<file path="config.mk">
export PLATFORM = sky130hd
export DESIGN_NAME = evt_check_enc
export DESIGN_NICKNAME = d
export VERILOG_FILES = /design/src/rtl/evt_check_enc.sv
export SDC_FILE = /design/constraint.sdc
export NUM_CORES = 1
export LEC_CHECK = 0
export BUFFER_PORTS_ARGS = -buffer_cell sky130_fd_sc_hd__buf_2
export CAP_MARGIN = 20
export CORE_AREA = 2 2 59 61
export CTS_CLUSTER_DIAMETER = 80
export CTS_CLUSTER_SIZE = 40
export DETAILED_ROUTE_END_ITERATION = 8
export DIE_AREA = 0 0 61 63
export PLACE_DENSITY = 0.78
export SYNTH_ARGS = -nofsm -noshare
export SYNTH_HDL_FRONTEND = slang
export SYNTH_SLANG_ARGS = --single-unit
</file>
<file path="constraint.sdc">
create_clock -name clk -period 1.9 [get_ports clk]
set_input_delay 0.38 -clock clk [delete_from_list [all_inputs] [get_ports clk]]
set_output_delay 0.38 -clock clk [all_outputs]
set_load 0.03 [all_outputs]
</file>
<file path="src/rtl/evt_check_enc.sv">
module evt_check_enc #(
  parameter int ID_W   = 8,
  parameter int NUM_W  = 16,
  parameter int CNT_W  = 16,
  parameter int CSUM_W = 16
) (
  input  logic              clk,
  input  logic              rst_n,
  input  logic              trig_i,
  input  logic [ID_W-1:0]   host_tag_i,
  input  logic [NUM_W-1:0]  dig_num_i,
  input  logic [CSUM_W-1:0] dig_csum_i,
  input  logic [CSUM_W-1:0] loc_csum_i,
  input  logic              eval_i,
  output logic [3:0]        err_field_o,
  output logic              id_err_o,
  output logic              csum_err_o,
  output logic [CNT_W-1:0]  evt_cnt_o
);

  localparam int W = (NUM_W > CNT_W) ? NUM_W : CNT_W;
  localparam logic [W-1:0] MASK = {{(W-ID_W){1'b0}}, {ID_W{1'b1}}};

  logic [CNT_W-1:0] cnt_q;
  logic [W-1:0]     a_x, b_x, c_x;
  logic             ab, ac, bc;
  logic [2:0]       code;
  logic [3:0]       field_q;

  assign a_x = W'(host_tag_i);
  assign b_x = W'(dig_num_i);
  assign c_x = W'(cnt_q);

  assign ab = ((a_x ^ b_x) & MASK) == '0;
  assign ac = ((a_x ^ c_x) & MASK) == '0;
  assign bc = ((b_x ^ c_x) & MASK) == '0;

  always_comb begin
    if (ab && ac)  code = 3'b000;
    else if (ab)   code = 3'b001;
    else if (ac)   code = 3'b010;
    else if (bc)   code = 3'b100;
    else           code = 3'b111;
  end

  always_ff @(posedge clk or negedge rst_n) begin
    if (!rst_n)      cnt_q <= '0;
    else if (trig_i) cnt_q <= cnt_q + 1'b1;
  end

  always_ff @(posedge clk or negedge rst_n) begin
    if (!rst_n)      field_q <= '0;
    else if (eval_i) field_q <= {code, dig_csum_i != loc_csum_i};
  end

  assign err_field_o = field_q;
  assign id_err_o    = |field_q[3:1];
  assign csum_err_o  = field_q[0];
  assign evt_cnt_o   = cnt_q;

endmodule

</file>
==> flow_metrics.py, run 1 <==
metrics = {
    "grt": {
        "grt_max_degree": 21,
        "antenna_found_initial": 0,
        "first_global_vias": 1151,
        "grt-ovfl-total": 0,
        "grt_pass1_wl_um": 4788,
        "grtUsageTotal": 0.1665,
    },
    "timing": {
        "finalSetupViolCount": 0,
        "rsz0062_at_grt": "false",
        "skew_ns": 0.005509,
        "period_minus_slack_ns": 1.658,
        "slew_headroom": 0.7132,
        "hold_violations": 0,
        "worst_slew_pin_slew_ns": 0.4302,
        "fin_ws_ns": 0.2419,
        "fmax_mhz": 603.1,
        "maxSlewViolCount": 0,
        "period_share": 0.8727,
        "final.setup.tns_ns": 0,
    },
    "logic_synthesis": {
        "ys_seq_area_frac": 0.3774,
        "synth_fp_nets": 190,
        "synth-seq-cells": 20,
        "syn_area_um2": 1326,
        "syn_area_per_cell_um2": 10.28,
        "yosys_warnings": 0,
        "ys_top_cells_by_area": "dfrtp_1, xnor2_1, xor2_1, nand4_1, nand2_1",
        "synth_common_cells": "xnor2_1, dfrtp_1, xor2_1",
        "synth-edff-count": 0,
        "ys.flop_type": "dfrtp_1",
        "yosys.area.top_type_share": 0.3774,
        "synth_most_common_cell": "xnor2_1",
        "syn_inst": 129,
        "ys_types": 27,
        "yosys.area.top_type": "dfrtp_1",
        "async_flop_share": 1.000,
    },
    "clocking": {
        "cts_resized": 0,
        "cts_tree": "done",
        "cts_num_sinks": 20,
        "post_cts_buffers": 0,
        "path_clk_slew_ns": 0.12,
        "clk_path_buf_depth": 2,
        "cts-hold-fix-buffers": 1,
        "cts_max_level": 1,
        "cts_root_buffer": "clkbuf_4",
        "insertion_delay_ns": 0.32,
        "cts_buffers": 3,
    },
    "pwr": {
        "ir_drop_uv": 836.8,
        "powerDensity_nw_per_um2": 960.5,
        "pwr-share-comb": 0.404,
        "p_int_w": 0.001022,
        "p_clk_frac": 0.210,
        "seqPwrFrac": 0.386,
        "switching_share": 0.4044,
        "leakagePower_nw": 0.8536,
        "switchingPower_w": 0.0006940,
    },
    "critical_path": {
        "worstPathMaxFanout": 3,
        "required_ns": 1.52,
        "cp-start-kind": "flop",
        "arrival_ns": 1.28,
        "worstSetupPathType": "reg2out",
        "endpoint_kind": "output pin",
    },
    "routing": {
        "drt_pre_antenna_iters": 2,
        "num_vias": 1193,
        "vias_per_cell": 4.810,
        "wl_um": 3074,
        "final_antenna_net_count": 0,
        "route.detailed.drc": 0,
        "avgRoutedWirePerCell_um": 12.40,
        "drt_iter0_markers": 3,
    },
    "die": {
        "start_util": 0.4104,
        "num_rows": 21,
        "dieArea_um2": 3843,
        "die_h_um": 63,
        "coreArea_um2": 3232,
        "ios": 82,
        "die_x_um": 61,
    },
    "final_layout": {
        "drive_gt1_frac": 0.4109,
        "num_antenna_cells": 0,
        "finish.utilization": 0.5528,
        "nNetsFinal": 264,
        "stdcell_area_um2": 1787,
        "layout.cells.non_filler": 248,
        "area_growth_pct": 34.72,
        "fillers": 313,
    },
    "place": {
        "io_buffer_count": 73,
        "dp_slack_ns": 0.2931,
        "place.gp.congestion": 0.7942,
        "placed_cell_area_um2": 1724,
        "dp_hpwl_um": 2513,
        "placedCellCount": 243,
    },
    "hold_path": {
        "min_path_type": "in2reg",
    },
    "run": {
        "drv_cap": 0,
    },
    "outcome": {
        "status": "finished clean",
    },
}
routing by layer:
| layer | share of wire | track usage | wire (µm) |
|---|---|---|---|
| met3 | 0.11 | 0.03727 | 324 |
| met4 | 0.022 | 0.06250 | 69 |
| met1 | 0.39 | 0.1953 | 1213 |
| met5 | 0 | 0 | 0 |
| met2 | 0.48 | 0.2863 | 1467 |
final timing paths:
check                               startpoint        endpoint  slack (ns)  cells past startpoint
worst max-delay path            err_field_o[2]        id_err_o        0.24                      2
worst min-delay path                    eval_i  err_field_o[0]        0.27                      2
worst max register to register    evt_cnt_o[1]   evt_cnt_o[14]        0.29                      5
worst min register to register   evt_cnt_o[15]   evt_cnt_o[15]        0.48                      1
max in group asynchronous                rst_n  err_field_o[3]        1.07                      2
min in group asynchronous                rst_n   evt_cnt_o[11]        0.53                      2
power groups by stage:
stage | combinational (W) | clock, W | sequential (W)
floorplan | 0.000403 | 0 | 0.000749
global placement | 0.000682 | 0 | 0.000669
detailed placement | 0.000694 | 0 | 0.000670
CTS | 0.000700 | 0.000365 | 0.000663
global route | 0.000759 | 0.000387 | 0.000683
finish | 0.000694 | 0.000360 | 0.000663
worst max-delay path: stages (launching register included):
cell	delay [ns]
dfrtp_1	0.42
or3_1	0.37
buf_2	0.18
cell type report:
type                       instances  area [µm²]  area share
clock inverter                     1       30.03     0.01681
multi-input combinational        102       789.5      0.4419
tap                               46       57.56     0.03221
timing repair buffer              75       382.9      0.2143
inverter                           1       3.754    0.002101
sequential                        20       500.5      0.2801
clock buffer                       3       22.52     0.01261
per-stage QoR:
step	total power [W]	hold slack, ns
after global routing	0.001830	0.2692
after CTS	0.001727	0.2697
after floorplan	0.001152	0.08441
final	0.001716	0.2676
after global placement	0.001351	0.3511
after detailed placement	0.001365	0.3488
cells by family (layout without fill, tap and decap cells):
family	after synthesis	count (layout)	synth area share
DFF	20	20	0.3774
muxes	1	1	0.008490
xor gates and xnor gates	55	55	0.3632
AOI/OAI and AO/OA	6	6	0.03207
adders and majority gates	1	1	0.009432
and+or+nand+nor	39	39	0.1821
buffers and inverters	7	80	0.02735
flip-flops by register name, summed over array words and instances (netlist names):
register     cells
err_field_o      4
evt_cnt_o       16
layout by cell type (no fill, tap or decap), types with 2 or more instances in the layout:
cell type	count
dfrtp_1	20
clkbuf_4	3
nand3_1	4
and3_1	2
nor2_1	5
nand2_1	8
nand4_1	9
xor2_1	15
nor4_1	4
o2bb2ai_1	2
xnor2_1	40
buf_2	73
(Power assumes the default switching activity.)
==> run 2: changes to the inputs <==
--- a/config.mk
+++ b/config.mk
@@ -7,12 +7,12 @@
 export LEC_CHECK = 0
 export BUFFER_PORTS_ARGS = -buffer_cell sky130_fd_sc_hd__buf_2
 export CAP_MARGIN = 20
-export CORE_AREA = 2 2 59 61
+export CORE_AREA = 2 2 49 74
 export CTS_CLUSTER_DIAMETER = 80
 export CTS_CLUSTER_SIZE = 40
 export DETAILED_ROUTE_END_ITERATION = 8
-export DIE_AREA = 0 0 61 63
-export PLACE_DENSITY = 0.78
+export DIE_AREA = 0 0 51 76
+export PLACE_DENSITY = 0.77
 export SYNTH_ARGS = -nofsm -noshare
 export SYNTH_HDL_FRONTEND = slang
 export SYNTH_SLANG_ARGS = --single-unit
==> flow_metrics.py, run 2 (same netlist as run 1, synthesis figures left out) <==
metrics = {
    "timing": {
        "final.setup.tns_ns": 0,
        "period_minus_slack_ns": 1.640,
        "skew_ns": 0.005395,
        "fmax_mhz": 609.6,
        "worst_slew_pin_slew_ns": 0.4420,
        "hold_violations": 0,
        "slew_headroom": 0.7026,
        "rsz0062_at_grt": "false",
        "maxSlewViolCount": 0,
        "finalSetupViolCount": 0,
        "period_share": 0.8634,
    },
    "clocking": {
        "cts_resized": 0,
        "cts-hold-fix-buffers": 0,
        "cts_tree": "done",
        "clk_path_buf_depth": 2,
        "cts_root_buffer": "clkbuf_8",
        "cts_max_level": 1,
        "cts_buffers": 3,
        "post_cts_buffers": 0,
        "insertion_delay_ns": 0.25,
        "path_clk_slew_ns": 0.07,
        "cts_num_sinks": 20,
    },
    "die": {
        "ios": 82,
        "start_util": 0.4037,
        "num_rows": 26,
        "die_x_um": 51,
        "die_h_um": 76,
        "coreArea_um2": 3286,
        "dieArea_um2": 3876,
    },
    "critical_path": {
        "crit_slowest_cell": "dfrtp_1",
        "worstSetupPathType": "reg2reg",
        "worstPathMaxFanout": 6,
        "cp-start-kind": "flop",
        "critPathMaxStageDelay_ns": 0.47,
        "endpoint_kind": "flop",
        "crit_chain": "ha_1 > nand3_1 > nor4_1 > nand2_1 > xnor2_1",
        "arrival_ns": 1.78,
        "required_ns": 2.04,
    },
    "final_layout": {
        "stdcell_area_um2": 1760,
        "final_common_cell": "buf_2",
        "largest_reg_flops": 16,
        "finish.utilization": 0.5358,
        "area_growth_pct": 32.74,
        "num_antenna_cells": 0,
        "final_cell_mix": "buf_2, xnor2_1, dfrtp_1",
        "fillers": 326,
        "nNetsFinal": 263,
        "layout.cells.non_filler": 242,
        "drive_gt1_frac": 0.4100,
    },
    "routing": {
        "vias_per_cell": 4.851,
        "final_antenna_net_count": 0,
        "met3_length_um": 214,
        "wirelength_met1_um": 1067,
        "met2_length_um": 1826,
        "route.detailed.drc": 0,
        "drt_iter0_markers": 15,
        "wl_um": 3179,
        "avgRoutedWirePerCell_um": 13.14,
        "drt_pre_antenna_iters": 4,
        "highest_layer": "met4",
        "num_vias": 1174,
    },
    "pwr": {
        "leakagePower_nw": 0.8430,
        "switchingPower_w": 0.0006768,
        "seqPwrFrac": 0.406,
        "finalPower_w": 0.001626,
        "pwr-share-comb": 0.427,
        "p_clk_frac": 0.166,
        "p_int_w": 0.0009490,
        "switching_share": 0.4163,
        "ir_drop_uv": 665.1,
        "powerDensity_nw_per_um2": 923.5,
    },
    "place": {
        "place.gp.congestion": 0.8545,
        "io_buffer_count": 73,
        "placedCellCount": 239,
        "dp_hpwl_um": 2644,
        "placed_cell_area_um2": 1719,
    },
    "grt": {
        "antenna_found_initial": 0,
        "first_global_vias": 1250,
        "grt_max_degree": 21,
        "grtUsageTotal": 0.1784,
        "grt_pass1_wl_um": 5354,
        "grt-ovfl-total": 0,
    },
    "hold_path": {
        "min_path_type": "in2async",
    },
    "outcome": {
        "status": "finished clean",
    },
    "run": {
        "drv_cap": 0,
    },
}
[run 2: changes by cell type in the layout (fill, tap and decap cells not counted)]
cell           delta
bufinv_16         -1
dlygate4sd3_1     -1
clkbuf_4          -3
clkbuf_8          +3
[run 2: worst paths after layout]
| path | from | to | slack [ns] | depth (start not counted) |
|---|---|---|---|---|
| min in group clk | eval_i | err_field_o[0] | 0.34 | 2 |
| min reg2reg | evt_cnt_o[15] | evt_cnt_o[15] | 0.47 | 1 |
| max | evt_cnt_o[1] | evt_cnt_o[12] | 0.26 | 5 |
| max reg2reg | evt_cnt_o[1] | evt_cnt_o[12] | 0.26 | 5 |
| min | rst_n | evt_cnt_o[9] | 0.06 | 1 |
| max in group asynchronous | rst_n | err_field_o[2] | 1.53 | 1 |
[run 2: power groups by stage]
stage	Clock, W	Combinational, W	Sequential, W
after floorplan	0	0.000403	0.000749
after global placement	0	0.000690	0.000667
after detailed placement	0	0.000701	0.000673
after CTS	0.000276	0.000705	0.000664
after global routing	0.000297	0.000761	0.000679
final	0.000271	0.000695	0.000660
[run 2: layout make-up]
class,instances,area (µm²),share of cell area
multi-input cells,102,789.5,0.4485
flip-flops and latches,20,500.5,0.2843
repair buffers,74,372.9,0.2118
well taps,42,52.55,0.02985
clock buffers,3,41.29,0.02345
inverters,1,3.754,0.002132
[run 2: through the flow]
stage          hold slack (ns)  worst slack (ns)
6_report               0.06172            0.2596
5_1_grt                0.09126           0.05970
4_1_cts                0.07701            0.2307
3_5_place_dp            0.3520            0.2569
3_3_place_gp            0.3527            0.3125
2_1_floorplan          0.08441            0.2292
[run 2: worst max-delay path: cells and delay by family (launching register included)]
| family | cells | cell delay (ns) |
|---|---|---|
| adders and majority gates | 1 | 0.23 |
| and+or+nand+nor | 3 | 0.70 |
| DFF | 1 | 0.47 |
| xor gates and xnor gates | 1 | 0.14 |
[run 2: layer usage]
metal | vias up | track usage
met3 | 6 | 0.02745
met4 | 0 | 0.07838
li1 | 575 | -
met2 | 48 | 0.3403
met1 | 545 | 0.1798
met5 | - | 0
